<file path="src/rtl/rpg_pkg.sv">
package rpg_pkg;

    typedef enum logic [1:0] {
        CAUSE_NONE = 2'd0,
        CAUSE_SOFT = 2'd1,
        CAUSE_WDOG = 2'd2,
        CAUSE_EXT  = 2'd3
    } cause_t;

    // Counter width able to hold the value n.
    function automatic int cnt_width(input int n);
        return $clog2(n + 1);
    endfunction

endpackage

</file>
<file path="src/rtl/rpg_sync.sv">
module rpg_sync #(
    parameter int STAGES = 2
) (
    input  logic clk,
    input  logic rst,
    input  logic async_in,
    output logic sync_out
);
    logic [STAGES-1:0] chain;

    always_ff @(posedge clk) begin
        if (rst) chain <= '1;
        else     chain <= {chain[STAGES-2:0], async_in};
    end

    assign sync_out = chain[STAGES-1];
endmodule

</file>
<file path="src/rtl/rpg_counter.sv">
module rpg_counter
    import rpg_pkg::*;
#(
    parameter int SHORT_LEN = 128,
    parameter int LONG_LEN  = 32768,
    localparam int CW = cnt_width(LONG_LEN)
) (
    input  logic          clk,
    input  logic          rst,
    input  logic          ext_low,
    input  logic          wdog_tmo,
    input  logic          soft_req,
    output logic [CW-1:0] cnt,
    output cause_t        cause,
    output logic          busy
);
    localparam logic [CW-1:0] SHORT_V = CW'(SHORT_LEN);
    localparam logic [CW-1:0] LONG_V  = CW'(LONG_LEN);

    assign busy = (cnt != '0);

    always_ff @(posedge clk) begin
        if (rst) begin
            cnt   <= '0;
            cause <= CAUSE_NONE;
        end else if (ext_low) begin
            cnt   <= LONG_V;
            cause <= CAUSE_EXT;
        end else if (wdog_tmo) begin
            cnt   <= LONG_V;
            cause <= CAUSE_WDOG;
        end else if (soft_req && !busy) begin
            cnt   <= SHORT_V;
            cause <= CAUSE_SOFT;
        end else if (busy) begin
            cnt <= cnt - 1'b1;
            if (cnt == CW'(1)) cause <= CAUSE_NONE;
        end
    end
endmodule

</file>
<file path="src/rtl/rpg_outputs.sv">
module rpg_outputs
    import rpg_pkg::*;
(
    input  logic   ext_low,
    input  logic   busy,
    input  cause_t cause,
    input  logic   sdram_strap,
    output logic   rst_out_n,
    output logic   core_rst,
    output logic   sdram_rst
);
    logic active;

    always_comb begin
        active    = ext_low || busy;
        rst_out_n = !active;
        core_rst  = active;
        sdram_rst = sdram_strap && (ext_low || (busy && cause == CAUSE_EXT));
    end
endmodule

</file>
<file path="src/rtl/rst_pulse_gen.sv">
module rst_pulse_gen
    import rpg_pkg::*;
#(
    parameter int SHORT_LEN = 128,
    parameter int LONG_LEN  = 32768
) (
    input  logic clk,
    input  logic rst,
    input  logic ext_rst_n,
    input  logic soft_req,
    input  logic wdog_tmo,
    input  logic sdram_strap,
    output logic rst_out_n,
    output logic core_rst,
    output logic sdram_rst
);
    localparam int CW = cnt_width(LONG_LEN);

    logic          ext_sync;
    logic          ext_low;
    logic [CW-1:0] cnt;
    cause_t        cause;
    logic          busy;

    rpg_sync #(.STAGES(2)) u_sync (
        .clk      (clk),
        .rst      (rst),
        .async_in (ext_rst_n),
        .sync_out (ext_sync)
    );

    assign ext_low = !ext_sync;

    rpg_counter #(.SHORT_LEN(SHORT_LEN), .LONG_LEN(LONG_LEN)) u_cnt (
        .clk      (clk),
        .rst      (rst),
        .ext_low  (ext_low),
        .wdog_tmo (wdog_tmo),
        .soft_req (soft_req),
        .cnt      (cnt),
        .cause    (cause),
        .busy     (busy)
    );

    rpg_outputs u_out (
        .ext_low     (ext_low),
        .busy        (busy),
        .cause       (cause),
        .sdram_strap (sdram_strap),
        .rst_out_n   (rst_out_n),
        .core_rst    (core_rst),
        .sdram_rst   (sdram_rst)
    );
endmodule

</file>
<file path="config.mk">
export PLATFORM = sky130hd
export DESIGN_NAME = rst_pulse_gen
export DESIGN_NICKNAME = d
export VERILOG_FILES = /design/src/rtl/rpg_pkg.sv /design/src/rtl/rpg_sync.sv /design/src/rtl/rpg_counter.sv /design/src/rtl/rpg_outputs.sv /design/src/rtl/rst_pulse_gen.sv
export SDC_FILE = /design/constraint.sdc
export NUM_CORES = 1
export LEC_CHECK = 0
export ABC_CLOCK_PERIOD_IN_PS = 2800
export BUFFER_PORTS_ARGS = -buffer_cell sky130_fd_sc_hd__clkbuf_2
export CAP_MARGIN = 0
export CORE_AREA = 2 2 68 51
export DETAILED_ROUTE_END_ITERATION = 10
export DIE_AREA = 0 0 70 53
export PLACE_DENSITY_LB_ADDON = 0.05
export SETUP_SLACK_MARGIN = 0.05
export SLEW_MARGIN = 10
export SYNTH_ARGS = -nofsm -noshare
export SYNTH_HDL_FRONTEND = slang
export SYNTH_SLANG_ARGS = --single-unit
</file>
<file path="constraint.sdc">
create_clock -name clk -period 2.8 [get_ports clk]
set_input_delay 0.84 -clock clk [delete_from_list [all_inputs] [get_ports clk]]
set_output_delay 0.84 -clock clk [all_outputs]
set_load 0.02 [all_outputs]
</file>
==> impl_metrics.csv, run 1 <==
group,metric,value,unit
run_status,outcome,"complete, no violations",
worst_setup_path,crit_path_end_kind,"output pin",
global_routing,grt_max_degree,18,
die,rows,17,
global_routing,antenna_found_initial,0,
die,die_w,70,um
sta,slew-limit-headroom,61.1,%
global_routing,grt_pass1_wl,4.41,mm
synth,synth_seq_cells,20,
clocking,clock_latency,0.26,ns
route,routed_wl,2.67,mm
flow_run,cap_violations,0,
synth,synth_edf_count,0,
worst_setup_path,worstPathArrival,1.79,ns
synth,syn_inst,131,
synth,ys.flop_type,"dfxtp_1",
placement,io_buffer_count,8,
sta,finalHoldViolations,0,
route,ant_nets,0,
clocking,cts_tree,"built",
cells_and_area,area_growth,14.1,%
clocking,clkTransAtPathRegs,0.08,ns
synth,synthTopCellsByArea,"dfxtp_1 35%, a21oi_1 4.8%, nor2_1 4.6%",
clocking,ctsHoldBuffers,0,
synth,synth_warnings,0,
synth,syn_area_per_cell,8.69,um^2
global_routing,grt_usage,15.5,%
synth,ys_types,43,
synth,synth-seq-area-share,35.2,%
clocking,clockBufferDepth,2,
clocking,root_buffer,"clkbuf_8",
placement,gp_congestion,0.795,
synth,synth_most_common_cell,"dfxtp_1",
placement,dp_hpwl,2.01,mm
clocking,numCtsBuffers,3,
synth,synth_common_cells,"20 x dfxtp_1, 14 x nor2_1, 11 x a21oi_1",
sta,worst_pin_slew,0.569,ns
global_routing,grt_pass1_vias,894,
clocking,htree_levels,1,
sta,min_period_over_period,93.8,%
hold_path,min_from,"u_sync.chain[0]",
sta,rsz0062_at_grt,"false",
synth,synth.net_count,140,
die,fp.dieArea,0.00371,mm^2
worst_setup_path,cp_max_fo,5,
route,drt-vias-per-instance,5.68,
cells_and_area,antenna_cells,0,
die,io_pins,9,
sta,skew,0.00372,ns
hold_path,hold_path_class,"flip-flop to flip-flop",
sta,fin_crit,2.63,ns
clocking,cts.sinks,20,
sta,tns,0,ns
die,die_h,53,um
clocking,cts_setup_buffers,0,
route,first_pass_iters,4,
die,core_region_area,0.00302,mm^2
synth,synth_top_area_cell,"dfxtp_1",
worst_setup_path,cp.required,1.96,ns
route,vias,1034,
worst_setup_path,worstReg2RegStart,"u_cnt.cnt[1]",
global_routing,overflow,0,
cells_and_area,layout-drive-gt1-share,23.6,%
worst_setup_path,startpoint_type,"flip-flop",
synth,syn_area,0.00114,mm^2
worst_setup_path,cp-startpoint,"u_cnt.cnt[1]",
sta,setup_violations,0,
sta,fmax,381,MHz
worst_setup_path,path_class,"flip-flop to output pin",
route,drt_iter0_drc,66,
synth,synth_top_area_share,35.2,%
die,start_util,37.7,%
synth,synthArstFlopShare,0,%
cells_and_area,fin_nets,154,
route,route.detailed.drc,0,
sta,finalMaxSlewViolations,0,
clocking,cts_resized,0,
route,wl_per_cell,14.7,um
worst paths after layout:
path                      to  slack [ns]  cells past startpoint
min reg2reg  u_sync.chain[1]        0.41                      1
max                sdram_rst        0.17                      6
min          u_sync.chain[1]        0.41                      1
max reg2reg     u_cnt.cnt[7]        0.74                      7
worst max-delay path, cell delays in order (launching register included):
cell and delay (ns):
dfxtp_1 0.33, inv_1 0.12, ha_2 0.23, or3b_1 0.40, o211ai_1 0.21, a21boi_1 0.09
clkbuf_2 0.16
registers in the layout, indices dropped and copies added (netlist names):
register / cells
u_cnt.cause: 2
u_cnt.cnt: 16
u_sync.chain: 2
metal layers:
layer | track usage (%) | routed length, um
met5 | 0 | 0
met4 | 3.85 | 14
met2 | 21.4 | 1070
met3 | 5.14 | 143
met1 | 22.6 | 1440
final cells by class:
| class | instances | area, um^2 |
|---|---|---|
| Fill cell | 323 | 1720 |
| Multi-Input combinational cell | 105 | 718 |
| Sequential cell | 20 | 400 |
| Timing Repair Buffer | 11 | 62.6 |
| Clock buffer | 4 | 55.1 |
| Tap cell | 38 | 47.5 |
| Inverter | 4 | 15.0 |
stage by stage:
stage                     area [um^2]  worst slack [ns]  instances  utilization, %  hold slack, ns
after floorplan                  1140             0.347        131               -           0.389
after global placement           1240             0.498        178            41.1           0.392
after detailed placement         1240             0.434        178            41.1           0.397
after CTS                        1300             0.131        182            42.9           0.416
after global routing             1300            0.0603        182            43.0           0.424
final                            1300             0.174        182            43.0           0.410
cells by family after synthesis:
logic type / Yosys count / synth area share [%]
flip-flops: 20 / 35.2
AND/OR/NAND/NOR: 57 / 32.5
adder cells (fa/ha/maj): 3 / 3.30
buffers and inverters: 6 / 1.98
AO/OA/AOI/OAI: 40 / 22.5
multiplexers: 5 / 4.51
placed cells by master (no fill, tap or decap), types with 2 or more instances in the layout:
| cell | count |
|---|---|
| a21oi_1 | 11 |
| buf_4 | 3 |
| clkbuf_2 | 8 |
| clkbuf_8 | 4 |
| dfxtp_1 | 20 |
| ha_1 | 2 |
| inv_1 | 3 |
| mux2i_1 | 4 |
| nand2_1 | 7 |
| nand3_1 | 3 |
| nor2_1 | 14 |
| nor2b_1 | 2 |
| nor3_1 | 2 |
| nor3_2 | 2 |
| o211ai_1 | 2 |
| o21ai_0 | 10 |
| o31ai_1 | 6 |
| or2_2 | 4 |
| or3_1 | 2 |
| or3_2 | 2 |
| or4_1 | 7 |
Power of run 1 is left out: the tool's default activity adds up to more than one toggle a clock period on the data nets, which glitch-free logic cannot reach.
==> inputs of run 2 (changes only) <==
BUFFER_PORTS_ARGS = not set   (was -buffer_cell sky130_fd_sc_hd__clkbuf_2)
DONT_BUFFER_PORTS = 1   (was not set)
==> run 2 against run 1 <==
Effect of this change: first-iteration DRC count is 140% higher; register-to-register slack worse by 0.04 ns; setup slack got worse by 0.0083 ns; utilization fell by 1.4 points; critical path type unchanged.
==> impl_metrics.csv, run 2 (synthesis gave the netlist of run 1 again) <==
group,metric,value,unit
sta,worst_pin_slew,0.725,ns
placement,io_buffer_count,0,
route,first_pass_iters,4,
route,met2WireLength,981,um
flow_run,cap_violations,0,
route,drt_iter0_drc,158,
clocking,cts_resized,0,
route,drt-vias-per-instance,5.64,
worst_setup_path,rr_endpoint,"u_cnt.cnt[7]",
placement,gp_congestion,0.740,
die,fp.dieArea,0.00371,mm^2
worst_setup_path,rr_worst_depth,7,
worst_setup_path,cp_cell_sequence,"nor4_4, and4_1, and3_1, inv_1",
route,route.met3.wl,126,um
sta,min_period_over_period,94.1,%
die,rows,17,
cells_and_area,nFillCells,314,
route,wl_per_cell,14.3,um
route,route.detailed.drc,0,
placement,dpl_cell_area,0.00120,mm^2
hold_path,whs_endpoint,"u_sync.chain[1]",
placement,dp_hpwl,1.86,mm
cells_and_area,antenna_cells,0,
die,die_h,53,um
global_routing,grt_pass1_wl,4.11,mm
hold_path,hold_path_class,"flip-flop to flip-flop",
hold_path,min_from,"u_sync.chain[0]",
worst_setup_path,crit_buf_inv,1,
worst_setup_path,worstReg2RegStart,"u_cnt.cnt[0]",
clocking,htree_levels,1,
clocking,clockBufferDepth,2,
clocking,ctsHoldBuffers,0,
worst_setup_path,critPathMaxStageDelay,0.39,ns
worst_setup_path,cp_max_fo,8,
clocking,clock_latency,0.26,ns
route,ant_nets,0,
cells_and_area,top_register,"u_cnt.cnt",
placement,placedCellCount,170,
sta,fmax,380,MHz
sta,finalHoldViolations,0,
worst_setup_path,path_class,"flip-flop to output pin",
worst_setup_path,crit_path_end_kind,"output pin",
sta,slew-limit-headroom,50.4,%
sta,finalMaxSlewViolations,0,
global_routing,grt_usage,14.7,%
sta,tns,0,ns
cells_and_area,final_cells,174,
cells_and_area,reg.largest.list,"u_cnt.cnt (16), u_cnt.cause (2), u_sync.chain (2)",
route,vias,982,
cells_and_area,layout_commonest_cell,"dfxtp_1",
sta,setup_violations,0,
worst_setup_path,ff2ff_setup_slack,0.70,ns
clocking,clkTransAtPathRegs,0.07,ns
clocking,cts.sinks,20,
global_routing,grt_pass1_vias,831,
worst_setup_path,cp_top_family,"simple AND/OR/NAND/NOR gates",
clocking,numCtsBuffers,3,
route,met1_length,1.37,mm
die,io_pins,9,
cells_and_area,layout-drive-gt1-share,17.6,%
global_routing,antenna_found_initial,0,
cells_and_area,area_growth,10.3,%
sta,rsz0062_at_grt,"false",
die,start_util,37.7,%
worst_setup_path,worst_path_max_delay_cell,"dfxtp_1",
cells_and_area,finalInstanceArea,0.00126,mm^2
global_routing,overflow,0,
clocking,cts_setup_buffers,0,
clocking,root_buffer,"clkbuf_8",
worst_setup_path,worstPathArrival,1.79,ns
global_routing,grt_max_degree,18,
clocking,cts_tree,"built",
hold_path,holdPathStages,1,
sta,skew,0.00207,ns
worst_setup_path,startpoint_type,"flip-flop",
cells_and_area,final_cell_mix,"20 x dfxtp_1, 14 x nor2_1, 11 x a21oi_1",
die,core_region_area,0.00302,mm^2
route,highest_layer,"met4",
cells_and_area,largest_register_ffs,16,
die,die_w,70,um
cells_and_area,fin_nets,146,
route,routed_wl,2.49,mm
worst_setup_path,cp.required,1.96,ns
run_status,outcome,"complete, no violations",
sta,fin_crit,2.63,ns
## run 2: cell types whose count changed in the layout (fill, tap and decap cells not counted)
| cell | before | now |
|---|---|---|
| ha_2 | 1 | 0 |
| clkbuf_2 | 8 | 0 |
| inv_2 | 1 | 0 |
| inv_1 | 3 | 4 |
| ha_1 | 2 | 3 |
## run 2: stage by stage
step                      hold WS [ns]  setup slack (ns)  util, %
after global placement           0.394             0.464     39.8
after global routing             0.419            0.0519     41.6
after floorplan                  0.389             0.347        -
after detailed placement         0.394             0.448     39.8
final                            0.413             0.166     41.6
after CTS                        0.413             0.149     41.6
## run 2: metal layers
layer	GRT usage, %	up-vias
li1	-	508
met1	22.2	454
met2	19.5	18
met3	4.57	2
met4	3.85	0
met5	0	-
## run 2: how the worst max path moves through the flow
stage / from / to / slack [ns] / cells past startpoint
finish: u_cnt.cnt[8] / core_rst / 0.17 / 4
detailed placement: u_cnt.cnt[8] / core_rst / 0.45 / 4
CTS: u_cnt.cnt[8] / core_rst / 0.15 / 4
global placement: u_cnt.cnt[8] / core_rst / 0.46 / 4
global route: u_cnt.cnt[8] / core_rst / 0.05 / 4
floorplan: u_cnt.cnt[0] / sdram_rst / 0.35 / 6
## run 2: cell type report
| class | instances | area [um^2] | area share, % |
|---|---|---|---|
| timing repair buffer | 3 | 22.5 | 1.79 |
| clock buffer | 4 | 55.1 | 4.38 |
| sequential | 20 | 400 | 31.9 |
| inverter | 4 | 15.0 | 1.20 |
| tap | 38 | 47.5 | 3.78 |
| multi-input combinational | 105 | 716 | 57.0 |
Power of run 2 is left out for the same reason.
==> inputs of run 3 (changes only) <==
ABC_CLOCK_PERIOD_IN_PS = 3300   (was 2800)
clock period = 3.3 ns   (was 2.8 ns; I/O delays follow)
==> run 3 against run 2 <==
Effect of this change: first-iteration DRC count fell by 54%; cell count fell by 1.7%; count of clock-buffer cells in the layout fell by 1; die area did not move; critical endpoint is now sdram_rst; critical path depth rose by 1; design area fell by 2.3%; sequential share of layout area rose by 0.75 points; critical path type unchanged; via count rose by 3.3%.
==> impl_metrics.csv, run 3 (synthesis gave the netlist of run 1 again) <==
group,metric,value,unit
run_status,outcome,"complete, no violations",
hold_path,hold_path_class,"flip-flop to flip-flop",
cells_and_area,final_cell_mix,"20 x dfxtp_1, 14 x nor2_1, 11 x a21oi_1",
die,die_h,53,um
placement,placedCellCount,168,
cells_and_area,reg.largest.list,"u_cnt.cnt (16), u_cnt.cause (2), u_sync.chain (2)",
cells_and_area,final_cells,171,
cells_and_area,regArea,400,um^2
clocking,numCtsBuffers,3,
cells_and_area,fin_nets,144,
route,ant_nets,0,
clocking,cts.sinks,20,
sta,hold_ws,0.422,ns
cells_and_area,largest_register_ffs,16,
clocking,clock_latency,0.26,ns
flow_run,cap_violations,0,
sta,worst_pin_slew,0.693,ns
cells_and_area,layout_commonest_cell,"dfxtp_1",
cells_and_area,nFillCells,311,
sta,fmax,340,MHz
global_routing,grt_pass1_wl,4.44,mm
die,start_util,37.7,%
worst_setup_path,worstReg2RegStart,"u_cnt.cnt[0]",
clocking,clockBufferDepth,2,
die,rows,17,
die,fp.dieArea,0.00371,mm^2
sta,finalHoldViolations,0,
cells_and_area,layout-drive-gt1-share,15.8,%
global_routing,grt_usage,15.5,%
sta,fin_crit,2.94,ns
route,wl_per_cell,15.3,um
clocking,cts_resized,0,
cells_and_area,antenna_cells,0,
sta,min_period_over_period,89.0,%
cells_and_area,area_growth,7.80,%
worst_setup_path,cp_max_fo,7,
worst_setup_path,rr_worst_depth,6,
route,first_pass_iters,4,
hold_path,min_from,"u_sync.chain[0]",
placement,io_buffer_count,0,
sta,tns,0,ns
sta,skew,0.00497,ns
sta,slew-limit-headroom,52.6,%
global_routing,antenna_found_initial,0,
clocking,htree_levels,1,
sta,setup_violations,0,
clocking,root_buffer,"clkbuf_8",
global_routing,grt_max_degree,18,
route,vias,1014,
global_routing,overflow,0,
route,drt-vias-per-instance,5.93,
worst_setup_path,cp.required,2.31,ns
worst_setup_path,startpoint_type,"flip-flop",
worst_setup_path,worstPathArrival,1.95,ns
die,io_pins,9,
global_routing,grt_pass1_vias,889,
sta,rsz0062_at_grt,"false",
placement,dp_hpwl,1.94,mm
clocking,cts_setup_buffers,0,
worst_setup_path,crit_path_end_kind,"output pin",
hold_path,holdPathStages,1,
placement,gp_congestion,0.756,
die,die_w,70,um
cells_and_area,multi_input_area,716,um^2
placement,dp_slack,0.629,ns
clocking,cts_tree,"built",
die,core_region_area,0.00302,mm^2
sta,finalMaxSlewViolations,0,
route,drt_iter0_drc,72,
worst_setup_path,cp-startpoint,"u_cnt.cnt[0]",
clocking,clkTransAtPathRegs,0.07,ns
cells_and_area,top_register,"u_cnt.cnt",
route,routed_wl,2.61,mm
clocking,ctsHoldBuffers,0,
worst_setup_path,path_class,"flip-flop to output pin",
sta,postLayoutSetupSlackWorst,0.361,ns
route,route.detailed.drc,0,
[run 3: cell count changes in the layout (fill, tap and decap cells not counted)]
cell	previous run	this run
buf_4	3	1
clkbuf_8	4	3
[run 3: cell type report]
class	instances	area share (%)
flip-flops and latches	20	32.6
well taps	38	3.87
inverters	4	1.22
multi-input cells	105	58.3
clock buffers	3	3.36
repair buffers	1	0.612
[run 3: worst paths after layout]
check                    end  slack (ns)
max reg2reg     u_cnt.cnt[5]        1.26
min reg2reg  u_sync.chain[1]        0.42
min          u_sync.chain[1]        0.42
max                sdram_rst        0.36
[run 3: critical path: stages (launching register included)]
cell	delay, ns
dfxtp_1	0.40
inv_1	0.10
ha_1	0.26
or3b_1	0.39
o211ai_1	0.15
a21boi_1	0.40
[run 3: metal layers]
| metal | vias to the layer above | share of wire (%) | track usage (%) | routed length (um) |
|---|---|---|---|---|
| met5 | - | 0 | 0 | 0 |
| met4 | 0 | 0.80 | 3.85 | 21 |
| met3 | 4 | 4.1 | 3.43 | 107 |
| met2 | 20 | 41 | 23.0 | 1080 |
| met1 | 490 | 54 | 22.6 | 1400 |
| li1 | 500 | - | - | - |
[run 3: through the flow]
step / area (um^2) / utilization (%)
finish: 1230 / 40.6
global route: 1230 / 40.6
detailed placement: 1190 / 39.3
floorplan: 1140 / -
CTS: 1230 / 40.6
global placement: 1190 / 39.3
Power of run 3 is left out for the same reason.
